### config.mk
export PLATFORM = sky130hd
export DESIGN_NAME = prom_mode_top
export DESIGN_NICKNAME = d
export VERILOG_FILES = /design/src/rtl/prom_pkg.sv /design/src/rtl/prom_mode_ctrl.sv /design/src/rtl/prom_datapath.sv /design/src/rtl/prom_mode_top.sv
export SDC_FILE = /design/constraint.sdc
export NUM_CORES = 1
export LEC_CHECK = 0
export ABC_AREA = 1
export BUFFER_PORTS_ARGS = -buffer_cell sky130_fd_sc_hd__buf_2
export CAP_MARGIN = 20
export CORE_MARGIN = 3
export CORE_UTILIZATION = 30
export DETAILED_ROUTE_END_ITERATION = 8
export HOLD_SLACK_MARGIN = 0.06
export PLACE_DENSITY = 0.53
export SLEW_MARGIN = 20
export SYNTH_ARGS = -nofsm -noshare
export SYNTH_HDL_FRONTEND = slang
export SYNTH_SLANG_ARGS = --single-unit
### constraint.sdc
create_clock -name clk -period 2.1 [get_ports clk]
set_clock_uncertainty 0.2 [all_clocks]
set_input_delay 0.315 -clock clk [delete_from_list [all_inputs] [get_ports clk]]
set_output_delay 0.315 -clock clk [all_outputs]
set_load 0.05 [all_outputs]
### src/rtl/prom_pkg.sv
package prom_pkg;

  typedef enum logic [2:0] {
    MODE_STANDBY = 3'd0,
    MODE_OUTOFF  = 3'd1,
    MODE_READ    = 3'd2,
    MODE_IDENT   = 3'd3,
    MODE_PROG    = 3'd4,
    MODE_VERIFY  = 3'd5,
    MODE_INHIBIT = 3'd6
  } mode_e;

  // Strobes from control to datapath
  typedef struct packed {
    logic wrEn;   // program the addressed byte at this edge
    logic useId;  // source identifier bytes instead of the array
    logic drive;  // output byte is valid and driven
  } strobe_t;

  function automatic logic [7:0] withOddParity(input logic [6:0] base);
    return {~^base, base};
  endfunction

  function automatic mode_e decodeMode(input logic ceN, input logic oeN,
                                       input logic pgmN, input logic vppHi,
                                       input logic a9Hv);
    mode_e m;
    if (ceN)              m = vppHi ? MODE_INHIBIT : MODE_STANDBY;
    else if (vppHi) begin
      if (!pgmN)          m = MODE_PROG;
      else if (!oeN)      m = MODE_VERIFY;
      else                m = MODE_OUTOFF;
    end
    else if (oeN)         m = MODE_OUTOFF;
    else if (a9Hv)        m = MODE_IDENT;
    else                  m = MODE_READ;
    return m;
  endfunction

endpackage

### src/rtl/prom_mode_ctrl.sv
module prom_mode_ctrl
  import prom_pkg::*;
#(
  parameter int ADDR_W  = 17,
  parameter int ID_LINE = 9,
  parameter int OE_DLY  = 2,
  parameter int CE_DLY  = 3
) (
  input  logic              clk,
  input  logic              rstN,
  input  logic              ceN,
  input  logic              oeN,
  input  logic              pgmN,
  input  logic              vppHi,
  input  logic              a9Hv,
  input  logic [ADDR_W-1:0] addr,
  output mode_e             modeQ,
  output strobe_t           stb,
  output logic              idErr
);

  localparam int MAX_DLY = (OE_DLY > CE_DLY) ? OE_DLY : CE_DLY;
  localparam int CNT_W   = $clog2(MAX_DLY + 1);
  localparam logic [CNT_W-1:0] CNT_MAX = CNT_W'(MAX_DLY);
  localparam logic [ADDR_W-1:0] ID_LINES = (ADDR_W'(1) << ID_LINE) | ADDR_W'(1);
  localparam logic [ADDR_W-1:0] STRAY_MASK = ~ID_LINES;

  mode_e            nextMode;
  logic [CNT_W-1:0] ceCnt, oeCnt;
  logic             readLike;
  logic             strayBits;

  assign nextMode  = decodeMode(ceN, oeN, pgmN, vppHi, a9Hv);
  assign strayBits = |(addr & STRAY_MASK);

  always_ff @(posedge clk or negedge rstN) begin
    if (!rstN) begin
      modeQ <= MODE_STANDBY;
      ceCnt <= '0;
      oeCnt <= '0;
      idErr <= 1'b0;
    end else begin
      modeQ <= nextMode;
      ceCnt <= ceN ? '0 : ((ceCnt == CNT_MAX) ? ceCnt : ceCnt + 1'b1);
      oeCnt <= oeN ? '0 : ((oeCnt == CNT_MAX) ? oeCnt : oeCnt + 1'b1);
      idErr <= (nextMode == MODE_IDENT) && strayBits;
    end
  end

  assign readLike = (modeQ == MODE_READ) || (modeQ == MODE_IDENT) ||
                    (modeQ == MODE_VERIFY);

  always_comb begin
    stb.wrEn  = (nextMode == MODE_PROG) && (modeQ != MODE_PROG);
    stb.useId = (modeQ == MODE_IDENT);
    stb.drive = readLike && (oeCnt >= CNT_W'(OE_DLY)) && (ceCnt >= CNT_W'(CE_DLY));
  end

  // one write strobe per program pulse
  p_one_write_r8: assert property (@(posedge clk) disable iff (!rstN)
    stb.wrEn |=> !stb.wrEn);

  // outputs never driven unless oeN was low at the last edge
  p_oe_gate_r11: assert property (@(posedge clk) disable iff (!rstN)
    stb.drive |-> !$past(oeN));

  // chip-enable high at the last edge keeps outputs off
  p_standby_quiet_r2: assert property (@(posedge clk) disable iff (!rstN)
    $past(ceN) |-> !stb.drive);

  // error flag only inside identify mode
  p_iderr_scope_r7: assert property (@(posedge clk) disable iff (!rstN)
    idErr |-> (modeQ == MODE_IDENT));

endmodule

### src/rtl/prom_datapath.sv
module prom_datapath
  import prom_pkg::*;
#(
  parameter int         DEPTH   = 16,
  parameter logic [6:0] MFR_ID7 = 7'h42,
  parameter logic [6:0] DEV_ID7 = 7'h0E
) (
  input  logic                     clk,
  input  logic                     rstN,
  input  logic [$clog2(DEPTH)-1:0] idx,
  input  logic [7:0]               dataIn,
  input  strobe_t                  stb,
  output logic [7:0]               dataOut
);

  localparam int IDX_W = $clog2(DEPTH);
  localparam logic [7:0] MFR_BYTE = withOddParity(MFR_ID7);
  localparam logic [7:0] DEV_BYTE = withOddParity(DEV_ID7);

  logic [7:0]       memQ [DEPTH];
  logic [IDX_W-1:0] idxQ;
  logic [DEPTH-1:0] rowWr;
  logic [7:0]       srcByte;

  for (genvar r = 0; r < DEPTH; r++) begin : g_row
    assign rowWr[r] = stb.wrEn && (idx == IDX_W'(r));
  end

  always_ff @(posedge clk or negedge rstN) begin
    if (!rstN) begin
      idxQ <= '0;
      for (int r = 0; r < DEPTH; r++) memQ[r] <= 8'hFF;
    end else begin
      idxQ <= idx;
      for (int r = 0; r < DEPTH; r++)
        if (rowWr[r]) memQ[r] <= memQ[r] & dataIn;
    end
  end

  assign srcByte = stb.useId ? (idxQ[0] ? DEV_BYTE : MFR_BYTE) : memQ[idxQ];
  assign dataOut = stb.drive ? srcByte : 8'h00;

  // identifier bytes always carry odd parity
  p_id_odd_r6: assert property (@(posedge clk) disable iff (!rstN)
    stb.useId |-> (^srcByte == 1'b1));

  // programming only clears bits
  p_write_and_r8: assert property (@(posedge clk) disable iff (!rstN)
    stb.wrEn |=> (memQ[$past(idx)] == ($past(memQ[idx]) & $past(dataIn))));

endmodule

### src/rtl/prom_mode_top.sv
module prom_mode_top
  import prom_pkg::*;
#(
  parameter int         ADDR_W  = 17,
  parameter int         DEPTH   = 16,
  parameter int         OE_DLY  = 2,
  parameter int         CE_DLY  = 3,
  parameter logic [6:0] MFR_ID7 = 7'h42,
  parameter logic [6:0] DEV_ID7 = 7'h0E
) (
  input  logic              clk,
  input  logic              rstN,
  input  logic              ceN,
  input  logic              oeN,
  input  logic              pgmN,
  input  logic              vppHi,
  input  logic              a9Hv,
  input  logic [ADDR_W-1:0] addr,
  input  logic [7:0]        dataIn,
  output logic [7:0]        dataOut,
  output logic              dataOe,
  output logic [2:0]        modeCode,
  output logic              idErr
);

  localparam int IDX_W = $clog2(DEPTH);

  mode_e   modeQ;
  strobe_t stb;

  prom_mode_ctrl #(
    .ADDR_W(ADDR_W), .ID_LINE(9), .OE_DLY(OE_DLY), .CE_DLY(CE_DLY)
  ) u_ctrl (
    .clk(clk), .rstN(rstN), .ceN(ceN), .oeN(oeN), .pgmN(pgmN),
    .vppHi(vppHi), .a9Hv(a9Hv), .addr(addr),
    .modeQ(modeQ), .stb(stb), .idErr(idErr)
  );

  prom_datapath #(
    .DEPTH(DEPTH), .MFR_ID7(MFR_ID7), .DEV_ID7(DEV_ID7)
  ) u_data (
    .clk(clk), .rstN(rstN), .idx(addr[IDX_W-1:0]), .dataIn(dataIn),
    .stb(stb), .dataOut(dataOut)
  );

  assign dataOe   = stb.drive;
  assign modeCode = modeQ;

endmodule

### Word level (Yosys, flattened, before mapping)

Index checks and enable logic that the tools add are counted.

| word-level totals | value |
|---|---|
| bits in latches | 0 |
| word-level logic and storage cells | 109 |
| ROM bits | 0 |
| memories kept | 0 |
| register bits | 140 |
| output and inout bits | 13 |
| bits in writable memories | 0 |

| operators by class | value |
|---|---|
| divide/modulo/power cells | 0 |
| reduce and logical (&&, ||, !) cells | 24 |
| shift operators | 0 |
| order comparisons | 3 |
| muxes and demuxes | 17 |
| eq/ne operators | 25 |
| add/subtract/negate cells | 2 |
| bitwise logic cells | 17 |
| multipliers | 0 |

Operators with widths:

| kind | number |
|---|---|
| $and 8x8->8 | 16 |
| $mux 8 | 5 |
| $bmux 8 s4 | 1 |
| $eq 4x4->1 const B | 8 |
| $logic_and 1x1->1 | 20 |
| $mux 3 | 6 |
| $eq 4x3->1 const B | 4 |
| $reduce_or 15->1 | 1 |
| $eq 3x2->1 const B | 3 |
| $eq 4x2->1 const B | 2 |
| $mux 2 | 4 |
| $eq 3x3->1 const B | 2 |
| $ge 5x5->1 const B | 1 |
| $not 4->5 | 1 |
| $add 2x1->2 const B | 2 |
| $eq 2x2->1 const B | 2 |
| $eq 4x1->1 const B | 1 |
| $ge 2x2->1 const B | 2 |
| $logic_not 4->1 | 1 |
| $ne 2x2->1 const B | 2 |
| $ne 3x3->1 const B | 1 |
| $logic_or 1x1->1 | 2 |
| $mux 1 | 1 |

### Depth between registers and ports, before layout

Gate-level depths: netlist of the first run.

| logic depth | value |
|---|---|
| depth in word-level cells | 7 |
| depth in mapped cells | 11 |
| depth with buffers taken out | 9 |

### Modules after synthesis

Synthesis of the first run repeated with hierarchy kept, for this count alone.

| unflattened totals | value |
|---|---|
| cells, all modules | 675 |
| area total of the unflattened synthesis | 6414.9 um^2 |

Modules (own cells, without submodules):

| module | sequential area each (um^2) | area an instance (um^2) | cells an instance | instances |
|---|---|---|---|---|
| prom_datapath | 3463.3 | 5957.0 | 612 | 1 |
| prom_mode_ctrl | 200.2 | 457.9 | 63 | 1 |

### Least setup slack after synthesis of the first run

No wires, ideal clock.

| timing | value |
|---|---|
| path type | register to output |
| start | register u_ctrl.modeQ[0] |
| end | output dataOut[2] |
| path slack | -1.158 ns |
| data required time | 1.585 ns |
| path buffers | 0 |
| arrival time | 2.743 ns |
| stages on the path, launching flop included | 7 |
| cells stage by stage | dfrtp_1 inv_1 nor2_1 a21oi_1 nor2_1 o21ai_0 a21oi_1 |

| on the way | value |
|---|---|
| cells in the longest elaborated chain, start to end | 6 |
| elaborated cells on any way between the ends | 9 |
| classes of those cells | eq/ne: 3; mux: 2; reduce/logical: 4 |

Ends and longest elaborated chain:

| element | line | RTL |
|---|---|---|
| start: declaration | prom_mode_ctrl.sv:17 | `output mode_e modeQ,` |
| start signal: assignment | prom_mode_ctrl.sv:43 | `modeQ <= nextMode;` |
| $eq 3x2->1 | prom_mode_ctrl.sv:50 | `assign readLike = (modeQ == MODE_READ) \|\| (modeQ == MODE_IDENT) \|\|` |
| $logic_or 1x1->1 | prom_mode_ctrl.sv:50 |  |
| $logic_or 1x1->1 (*) | prom_mode_ctrl.sv:50 |  |
| $logic_and 1x1->1 (*) (2 in series) | prom_mode_ctrl.sv:56 | `stb.drive = readLike && (oeCnt >= CNT_W'(OE_DLY)) && (ceCnt >= CNT_W'(CE_DLY));` |
| net dataOe | prom_mode_top.sv:21 | `output logic dataOe,` |
| $mux 8 (*) | prom_datapath.sv:41 | `assign dataOut = stb.drive ? srcByte : 8'h00;` |
| end: declaration | prom_mode_top.sv:20 | `output logic [7:0] dataOut,` |

The timed path passes the listed nets; every way through them passes the cells marked *.

### Final worst setup path of the first run

| timing | value |
|---|---|
| start | register u_data.idxQ[0] |
| end | output dataOut[0] |

| on the way | value |
|---|---|
| cells in the longest elaborated chain, start to end | 6 |

Ends and longest elaborated chain:

| element | line | RTL |
|---|---|---|
| start: declaration | prom_datapath.sv:21 | `logic [IDX_W-1:0] idxQ;` |
| start signal: assignment | prom_datapath.sv:34 | `idxQ <= idx;` |
| $not 4->5 (not written as such) | prom_datapath.sv:40 | `assign srcByte = stb.useId ? (idxQ[0] ? DEV_BYTE : MFR_BYTE) : memQ[idxQ];` |
| $bmux 8 s4 | prom_datapath.sv:40 |  |
| $mux 8 (not written as such) (2 in series) | prom_datapath.sv:40 |  |
| $mux 8 | prom_datapath.sv:40 |  |
| $mux 8 | prom_datapath.sv:41 |  |

No other way between the ends. The select of a mux whose other input is x is not followed.

==> results of run 1 <==
-- power by group through the flow --
stage	combinational [mW]	clock, mW	sequential [mW]
finish	0.788	3.21	2.90
global route	0.879	3.39	2.91
CTS	0.767	3.28	2.90
detailed placement	0.672	0	2.94
global placement	0.669	0	2.94
floorplan	0.372	0	2.94
-- sequential cells by signal, indices dropped and copies added, names as in the netlist --
signal / count
u_ctrl.ceCnt: 2
u_ctrl.idErr: 1
u_ctrl.modeQ: 3
u_ctrl.oeCnt: 2
u_data.idxQ: 4
u_data.memQ: 128
-- final cells by class --
| cell class | count | area share |
|---|---|---|
| Multi-Input combinational cell | 472 | 0.3228 |
| Clock buffer | 18 | 0.04955 |
| Clock inverter | 14 | 0.02239 |
| Inverter | 43 | 0.01921 |
| Sequential cell | 140 | 0.4237 |
| Tap cell | 275 | 0.03972 |
| Timing Repair Buffer | 107 | 0.1226 |
-- worst register-to-register path, cell delays in order (launching register included) --
cell and delay (ps):
dfrtp_2 430, buf_4 150, a21oi_2 120, buf_6 240
nand3_2 290, o21a_1 260
-- routing by layer --
metal | share of wire | vias up | routed length [um] | track usage
li1 | - | 2498 | - | -
met1 | 0.49 | 2572 | 8968 | 0.2333
met2 | 0.46 | 114 | 8283 | 0.2499
met3 | 0.036 | 23 | 650 | 0.03171
met4 | 0.013 | 0 | 230 | 0.04964
met5 | 0 | - | 0 | 0
-- logic make-up after synthesis --
group | count (synthesis)
compound gates | 166
xor+xnor | 1
fa+ha+maj | 3
buf+inv | 85
flops | 140
simple gates | 302
-- worst paths after layout --
check	start	to	slack, ps	cells past startpoint
worst min-delay path	dataIn[5]	u_data.memQ[117]$_DFFE_PN1P_	80	3
worst max-delay path	u_data.idxQ[0]$_DFF_PN0_	dataOut[0]	-410	10
max in group asynchronous	rstN	u_data.memQ[107]$_DFFE_PN1P_	830	3
min in group asynchronous	rstN	u_data.memQ[41]$_DFFE_PN1P_	550	2
worst min register to register	u_data.memQ[14]$_DFFE_PN1P_	u_data.memQ[14]$_DFFE_PN1P_	250	1
worst max register to register	u_ctrl.modeQ[2]$_DFF_PN0_	u_data.memQ[70]$_DFFE_PN1P_	340	5
-- through the flow --
step | total power [mW] | setup TNS, ps | utilization | std cells
2_1_floorplan | 3.316 | -271.8 | - | 697
3_3_place_gp | 3.605 | -486.2 | 0.3505 | 1012
3_5_place_dp | 3.612 | -541.7 | 0.3505 | 1012
4_1_cts | 6.943 | -3107 | 0.4038 | 1069
5_1_grt | 7.179 | -3872 | 0.4108 | 1069
6_report | 6.900 | -2976 | 0.4108 | 1069
-- synth_stat cells, drive strengths merged --
| master | number |
|---|---|
| dfstp | 128 |
| dfrtp | 12 |
| o21ai | 33 |
| clkbuf | 28 |
| ha | 3 |
| nor3 | 1 |
| or2 | 1 |
| a211oi | 1 |
| a21oi | 22 |
| a31oi | 1 |
| o211ai | 1 |
| xor2 | 1 |
| nor2 | 93 |
| o21a | 108 |
| inv | 43 |
| nor4 | 3 |
| nand3 | 98 |
| buf | 14 |
| nand2 | 106 |
-- repair_timing --
item,4_1_cts,5_1_grt
hold buffers,17,0
gates cloned,3,1
hold endpoints to repair,66,0
pin swaps,14,15
buffers inserted,6,0
resized for setup,73,35
setup endpoints to repair,9,53
==> metrics, run 1 <==
final setup vio count=8; DRC=0; Sw Pwr=1.756 mW; Hold Path Class=input port to flop; relative slew slack=0.6496; final hold vios=0; number of global-route vias before repair=5,326; NumNets Final=~820; Core Rows=53; Via-to-Cell Ratio=4.871; Adder-Cell Fraction of Synth Area=0.005803; Post-DP Area=between 7000 and 8000 um2; largest net degree at the start of global routing=between 50 and 60; CTS buffer count=17; XOR/XNOR Fraction of Synth Area=0.001354; layout cells sized above 1=0.4169; post-synth cell types=26; Initial Utilization=0.3068; Synth area leader=dfstp_2; WHS=80.45 ps; placeable core region=21,090 um2; Die ar.=23,360 um2; main area contributors after synthesis=dfstp_2 (52%), o21a_1 (13%), nand3_1 (6.8%), nand2_1 (6.2%), nor2_1 (5.3%); register area share after synthesis=0.5663; Worst-Skew Late Latency=430 ps; Switching Fraction=0.2545; simple-gate portion of the synthesized area=0.2041; Crit Path Category=flop to primary output; Crit path buffers/inverters=4; Routed WL=18,130 um; CP Max Fanout=11; Least-Margin Pin Slew=525.7 ps; post-route ant nets=0; area grow syn2layout=33.91%; fraction of synthesized area in multiplexers=0; GPL Wtd Cong=0.7536; Die Y=about 150 um; Synthesized Nets=732; Register Area=3670 um2; crit path launch type=flop; fill count=2,099; CTS tree=built; H-tree depth=4; CTS root buffer=clkbuf_16; CP cell instances=clkinv_4, buf_12, buf_16, o21ai_1, nand3_1, nand2_1, nand2_1, nand2_2, nor2_4, buf_8; ANT cells=0; Die Width=152.8 um; delay-heaviest family, CP=buffers and inverters; total number of vias=between 5,000 and 6,000; Global Route Usage Sum=0.1627; slowest stage delay, CP=460 ps; share of the synthesized area in the top cell type=0.5199; Top Ports=45; Min Clock Period, post-route=2511 ps; Worst-path clk slew=60 ps; CTS Buffer Depth=2; Place WS=-96.60 ps; initial antenna violation count=0; failing checks=setup timing; Warnings, synthesis=0; Multi-input gate area=2796 um2; DRT iter0 DRCs=~250; max frequency=398.3 MHz; Clk pwr share=0.466; sequential power share=0.420; Max VDD drop=approximately 540 uV; first-pass GRT wire length=29,870 um; Final Slew Violations=0; post-synthesis compound-gate area fraction=0.1718; Pre-antenna DRT Iters=5; # port buffers=43; most frequent cells in the layout=dfstp_2 (128), o21a_1 (108), nand2_1 (94), nor2_1 (86), nand3_1 (67); Post-DP HPWL=11,460 um; CP max-delay cell=dfrtp_2; CP Capture Type=primary output; final setup margin=-410.8 ps; Max Cap Viol=0; Pint=5.144 mW; Final Cell Area=8662 um2; largest family of logic cells by synthesized area=simple AND/OR/NAND/NOR gates; FF+latch count, synth=140; Synth Cell Area=around 6500 um2; synthesized instance count=697; Final Cycle Share=1.196; RSZ-0062 raised after global routing=yes; PD cells=796.6 nW/um2; mean area per synthesized cell=slightly above 9 um2; Req. time, crit path=1580 ps; combinational share of power=0.114; Overflow after GRT=0; status=finished with violations; cell repeated most along the worst path=nand2_1; worst path arrival time=2000 ps; leakage power=3.526 nW; WL/cell=16.96 um; clock sink count=140; commonest non-fill, non-tap cell in the layout=dfstp_2
(Power assumes the default switching activity.)
==> inputs of run 2 (changes only) <==
--- a/config.mk
+++ b/config.mk
@@ -5,7 +5,6 @@
 export SDC_FILE = /design/constraint.sdc
 export NUM_CORES = 1
 export LEC_CHECK = 0
-export ABC_AREA = 1
 export BUFFER_PORTS_ARGS = -buffer_cell sky130_fd_sc_hd__buf_2
 export CAP_MARGIN = 20
 export CORE_MARGIN = 3
==> run 2 against run 1 <==
Compared with the run above:
- the run still ends with setup timing left
- maximum frequency decreased by 8.7%
- sequential cell count unchanged
- first-iteration DRC count decreased by 20%
- sequential power decreased by 5%
- hold slack got worse by 5.9 ps
- global-route usage decreased by 0.60 points
- die area decreased by 3.5%
- critical endpoint is now dataOut[1]
- largest cell class unchanged
- largest power group unchanged
==> metrics, run 2 <==
status=finished with violations; failing checks=setup timing; RSZ-0062 raised after global routing=yes; Reg2Reg Depth=5 (unchanged); met1 wire length=7002 um (-22%); final setup margin=-649.4 ps (-238.6 ps); placeable core region=20,300 um2 (-3.7%); largest registers=u_data.memQ (128), u_data.idxQ (4), u_ctrl.modeQ (3); register area share after synthesis=0.5878 (+0.02149); CP Capture Type=primary output; ANT cells=0 (unchanged); CTS tree=built; Routed WL=16,460 um (-9.2%); Final Slew Violations=0 (unchanged); Initial Utilization=0.3070 (about the same); largest net degree at the start of global routing=47 (-13%); worst reg2reg setup slack=70 ps (-270 ps); Req. time, crit path=1580 ps (about the same); slowest stage delay, CP=530 ps (+70 ps); Final Cycle Share=1.309 (+0.1136); first-pass GRT wire length=26,290 um (-12%); Warnings, synthesis=0 (unchanged); share of the synthesized area in the top cell type=0.5397 (+0.01973); Max VDD drop=550.0 uV (+0.92%); Post-Route Utilization=0.4055 (-0.005253); Biggest register=u_data.memQ; CP cell instances=buf_12, mux4_2, mux2i_2, nand2_1, a31o_4, buf_6; Total Power=6.112 mW (-11%); Synthesized Nets=466 (-36%); Worst-Skew Late Latency=420 ps (about the same); Max Cap Viol=0 (unchanged); CP max-delay cell=mux4_2; leakage power=3.154 nW (-11%); PD cells=742.5 nW/um2 (-6.8%); Via-to-Cell Ratio=4.962 (+1.9%); Primary FF master, synth=dfstp_2; DRT iter0 DRCs=197 (-20%); Pre-antenna DRT Iters=4 (-1); final hold vios=0 (unchanged); worst path arrival time=2230 ps (+230 ps); Top Metal Used=met4; initial antenna violation count=0 (unchanged); CP Max Fanout=11 (unchanged); post-route ant nets=0 (unchanged); Die Width=150.1 um (-1.8%); Synth Cell Area=6232 um2 (-3.7%); mean area per synthesized cell=14.46 um2 (+56%); Final Cell Area=8232 um2 (-5.0%); Overflow after GRT=0 (unchanged); CTS buffer count=17 (unchanged); clock sink count=140 (unchanged); crit path launch type=flop; Global Route Usage Sum=0.1566 (-0.006019); WL/cell=19.92 um (+17%); WHS=74.55 ps (-5.898 ps); H-tree depth=4 (unchanged); Post-DP HPWL=11,260 um (-1.7%); max frequency=363.7 MHz (-8.7%); commonest cells in the netlist=o21a_1 (130), dfstp_2 (128), mux4_2 (30); number of global-route vias before repair=4,516 (-15%); Worst Setup SP=u_data.idxQ[1]$_DFF_PN0_; CTS root buffer=clkbuf_16; CTS Buffer Depth=2 (unchanged); Hold Path Class=input port to flop; worst reg2reg endpoint=u_data.memQ[106]$_DFFE_PN1P_; Synth area leader=dfstp_2; FFs w/ async S/R, synth=1.000 (unchanged); Setup TNS Final=-4726 ps (-1750 ps); Die Y=150.1 um (-1.8%); most frequent cells in the layout=o21a_1 (128), dfstp_2 (128), buf_4 (53), buf_2 (33), mux4_2 (30); final setup vio count=8 (unchanged); total number of vias=4,099 (-21%); count leader, synth=o21a_1; Detail Route met3 WL=425 um (-35%); layout cells sized above 1=0.6061 (+0.1892); main area contributors after synthesis=dfstp_2 (54%), o21a_1 (16%), mux4_2 (11%), dfrtp_1 (4.8%), mux2i_1 (2.9%); Core Rows=52 (-1.9%); area grow syn2layout=32.08%; Min Clock Period, post-route=2749 ps (+238.6 ps); Least-Margin Pin Slew=652.4 ps (+126.8 ps); Post-DP Area=7298 um2 (-1.3%); relative slew slack=0.5650 (-0.08451); FF+latch count, synth=140 (unchanged); DRC=0 (unchanged); CP endpoint=dataOut[1]; Die ar.=22,540 um2 (-3.5%); synthesized instance count=431 (-38%); post-synth cell types=42 (+62%); R2R Path Start=u_ctrl.modeQ[2]$_DFF_PN0_; metal2 WL=8540 um (+3.1%); # port buffers=43 (unchanged); Worst-path clk slew=50 ps (about the same); Crit Path Category=flop to primary output; NumNets Final=580 (-29%); EDFF count, synth=0 (unchanged); number of flip-flops in the largest register=128 (unchanged); Top Ports=45 (unchanged); GPL Wtd Cong=0.7664 (+1.7%)
## run 2: cell types whose count changed in the layout (fill, tap and decap cells not counted), moves of 20 or more
cell,previous run,this run
o21a_1,108,128
o21ai_1,22,0
nand2_1,94,11
inv_1,35,3
buf_4,26,53
nand3_1,67,3
nor2_1,86,9
mux4_2,0,30
nand3_2,24,2
## run 2: how the worst min path moves through the flow
stage | from | to | slack (ps) | cells after the start
after floorplan | rstN | u_ctrl.ceCnt[0]$_DFFE_PN0P_ | -180 | 0
after global placement | rstN | u_ctrl.oeCnt[1]$_DFFE_PN0P_ | 170 | 1
after detailed placement | rstN | u_ctrl.oeCnt[1]$_DFFE_PN0P_ | 190 | 1
after CTS | addr[16] | u_ctrl.idErr$_DFF_PN0_ | 70 | 4
after global routing | addr[7] | u_ctrl.idErr$_DFF_PN0_ | 100 | 4
final | addr[16] | u_ctrl.idErr$_DFF_PN0_ | 70 | 4
## run 2: cell type report
cell class / count / area, um2
timing repair buffer: 121 / 1040
sequential: 140 / 3670
fill: 1909 / 12070
inverter: 5 / 18.77
tap: 270 / 337.8
multi-input combinational: 260 / 2601
clock buffer: 25 / 506.7
clock inverter: 5 / 57.56
## run 2: where the power goes
part	total (mW)	internal (mW)	leakage [nW]	switching, mW
Sequential	2.76	2.74	1.46	0.0232
Combinational	0.487	0.208	1.43	0.279
Clock	2.86	1.78	0.267	1.09
## run 2: cell families after synthesis
group,count (synthesis),share of synthesized area
buffers and inverters,31,0.02489
XOR/XNOR,2,0.002811
flip-flops,140,0.5878
AND/OR/NAND/NOR,55,0.05802
adder cells (fa/ha/maj),3,0.006024
AO/OA/AOI/OAI,149,0.1777
multiplexers,51,0.1427
## run 2: metal layers
metal  global-route usage  up-vias
li1                     -     1825
met1               0.1915     2166
met2               0.2712       74
met3              0.02860       34
met4              0.06770        0
met5                    0        -
## run 2: timing repair
action / in CTS / in global routing
hold buffers: 13 / 0
buffers inserted: 8 / 1
pin swaps: 8 / 7
hold endpoints to repair: 22 / 0
cloned: 1 / 0
resized for setup: 39 / 5
setup endpoints to repair: 9 / 9
## run 2: worst max-delay path: cells and delay by family, from the launching register on
kind	cells	cell delay [ps]
multiplexers	2	740
flip-flops	1	420
buffers and inverters	2	320
AO/OA/AOI/OAI	1	240
AND/OR/NAND/NOR	1	100
## run 2: metrics by stage
stage / worst slack, ps / cells
final: -649.4 / 826
after global routing: -712.1 / 826
after CTS: -666.8 / 826
after detailed placement: -329.2 / 774
after global placement: -307.1 / 774
after floorplan: -128.5 / 431
==> inputs of run 3 (changes only) <==
--- a/config.mk
+++ b/config.mk
@@ -7,11 +7,13 @@
 export LEC_CHECK = 0
 export BUFFER_PORTS_ARGS = -buffer_cell sky130_fd_sc_hd__buf_2
 export CAP_MARGIN = 20
+export CELL_PAD_IN_SITES_DETAIL_PLACEMENT = 1
+export CELL_PAD_IN_SITES_GLOBAL_PLACEMENT = 1
 export CORE_MARGIN = 3
 export CORE_UTILIZATION = 30
 export DETAILED_ROUTE_END_ITERATION = 8
 export HOLD_SLACK_MARGIN = 0.06
-export PLACE_DENSITY = 0.53
+export PLACE_DENSITY = 0.6
 export SLEW_MARGIN = 20
 export SYNTH_ARGS = -nofsm -noshare
 export SYNTH_HDL_FRONTEND = slang
==> constraint.sdc (replaced) <==
create_clock -name clk -period 2.96 [get_ports clk]
set_clock_uncertainty 0.2 [all_clocks]
set_input_delay 0.444 -clock clk [delete_from_list [all_inputs] [get_ports clk]]
set_output_delay 0.444 -clock clk [all_outputs]
set_load 0.05 [all_outputs]
==> run 3 against run 2 <==
Compared with the run above:
- the run still ends with setup timing left
- first-iteration DRC count decreased by 9.6%
- critical path depth unchanged
- non-clock buffer count decreased by 45
- sequential cell count unchanged
- critical path type unchanged
- largest cell class unchanged
- highest routed layer unchanged
==> metrics, run 3 (synthesized netlist as in run 2, its figures left out) <==
CP Max Fanout=7 (-4); CTS root buffer=clkbuf_16; placeable core region=20,300 um2 (unchanged); final hold vios=0 (unchanged); Place WS=266.7 ps (+596.0 ps); CTS tree=built; Hold Path Class=input port to flop; Max VDD drop=386.6 uV (-30%); number of global-route vias before repair=4,471 (-1.0%); Final Cycle Share=1.004; first-pass GRT wire length=26,460 um (+0.65%); Initial Utilization=0.3070 (unchanged); WL/cell=21.97 um (+10%); layout cells sized above 1=0.5645 (-0.04166); RSZ-0062 raised after global routing=yes; final setup margin=-11.39 ps (+638.0 ps); Core Rows=52 (unchanged); clock sink count=140 (unchanged); CP Capture Type=primary output; most frequent cells in the layout=o21a_1 (130), dfstp_2 (128), buf_2 (35), mux4_2 (30); Worst-path clk slew=60 ps (about the same); Global Route Usage Sum=0.1601 (+0.003422); fin cells=782 (-5.3%); CTS buffer count=17 (unchanged); final setup vio count=1 (-7); DRT iter0 DRCs=178 (-9.6%); Setup TNS Final=-11.39 ps (+4714 ps); Routed WL=17,180 um (+4.4%); area grow syn2layout=24.09%; crit path launch type=flop; Req. time, crit path=2320 ps (+740 ps); Post-DP Area=6800 um2 (-6.8%); Final Cell Area=7734 um2 (-6.0%); ANT cells=0 (unchanged); Min Clock Period, post-route=2971 ps; # port buffers=43 (unchanged); Clk pwr share=0.484 (+0.016); Pint=3.399 mW (-28%); number of flip-flops in the largest register=128 (unchanged); GPL Wtd Cong=0.7441 (-2.9%); Sw Pwr=0.9892 mW (-29%); worst path arrival time=2330 ps (+100 ps); failing checks=setup timing; Pre-antenna DRT Iters=4 (unchanged); Biggest register=u_data.memQ; NumNets Final=535 (-7.8%); Die ar.=22,540 um2 (unchanged); placed insts=729 (-5.8%); commonest non-fill, non-tap cell in the layout=o21a_1; Die Width=150.1 um (unchanged); combinational share of power=0.068 (-0.012); post-route ant nets=0 (unchanged); Total Power=4.388 mW (-28%); Post-Route Utilization=0.3810 (-0.02453); Crit Path Category=flop to primary output; R2R Path Start=u_ctrl.modeQ[0]$_DFF_PN0_; Max Cap Viol=0 (unchanged); Die Y=150.1 um (unchanged); WHS=128.6 ps (+54.04 ps); sequential power share=0.447 (-0.005); Min-Delay Startpoint=vppHi; H-tree depth=4 (unchanged); largest registers=u_data.memQ (128), u_data.idxQ (4), u_ctrl.modeQ (3); max frequency=336.5 MHz; PD cells=567.4 nW/um2 (-24%); Least-Margin Pin Slew=849.9 ps (+197.5 ps); Overflow after GRT=0 (unchanged); Worst Setup SP=u_data.idxQ[1]$_DFF_PN0_; status=finished with violations; Post-DP HPWL=10,660 um (-5.4%); relative slew slack=0.4334 (-0.1316); Via-to-Cell Ratio=5.063 (+2.0%); largest net degree at the start of global routing=65 (+38%); Final Slew Violations=0 (unchanged); DRC=0 (unchanged); initial antenna violation count=0 (unchanged); leakage power=2.958 nW (-6.2%); Switching Fraction=0.2254 (-0.001612); Worst-Skew Late Latency=420 ps (about the same); total number of vias=3,959 (-3.4%); CTS Buffer Depth=2 (unchanged); Top Ports=45 (unchanged)
==> run 3: layout make-up <==
cell class                 instances  area (um2)
clock buffer                      25       505.5
timing repair buffer              76       636.9
sequential                       140        3665
inverter                           5       20.02
fill                            2119       12570
tap                              270       337.8
multi-input combinational        260        2485
clock inverter                     6       83.83
==> run 3: timing repair <==
item | in CTS | in global routing
pin swaps | 5 | 3
endpoints found under the setup margin | 8 | 8
hold buffers | 8 | 0
buffers inserted | 6 | 7
resized for setup | 21 | 12
gates cloned | 2 | 0
hold endpoints to repair | 19 | 0
==> run 3: power by group through the flow <==
stage          Clock (mW)  Combinational (mW)  Sequential (mW)
2_1_floorplan           0               0.135             1.99
3_3_place_gp            0               0.252             1.99
3_5_place_dp            0               0.262             1.99
4_1_cts              2.18               0.300             1.96
5_1_grt              2.27               0.325             1.96
6_report             2.13               0.300             1.96
==> run 3: path summary, 6_finish.rpt <==
check | slack [ps] | depth (start not counted) | endpoint
worst max-delay path | -10 | 6 | dataOut[7]
worst min-delay path | 130 | 3 | u_ctrl.modeQ[2]$_DFF_PN0_
worst max register to register | 860 | 4 | u_data.memQ[75]$_DFFE_PN1P_
worst min register to register | 250 | 1 | u_data.memQ[24]$_DFFE_PN1P_
max in group asynchronous | 1230 | 3 | u_data.memQ[86]$_DFFE_PN1P_
min in group asynchronous | 480 | 2 | u_ctrl.oeCnt[1]$_DFFE_PN0P_
==> run 3: worst max-delay path, stage by stage (launching register included) <==
cell	delay, ps
dfrtp_2	420
buf_12	170
mux4_2	540
a21oi_2	150
a211oi_2	60
a311o_1	380
buf_6	170
==> run 3: layer usage <==
layer,vias to the layer above,wire [um],track usage
met1,2117,7228,0.1964
met5,-,0,0
met4,0,430,0.06176
met2,78,8767,0.2733
met3,26,757,0.03823
li1,1738,-,-
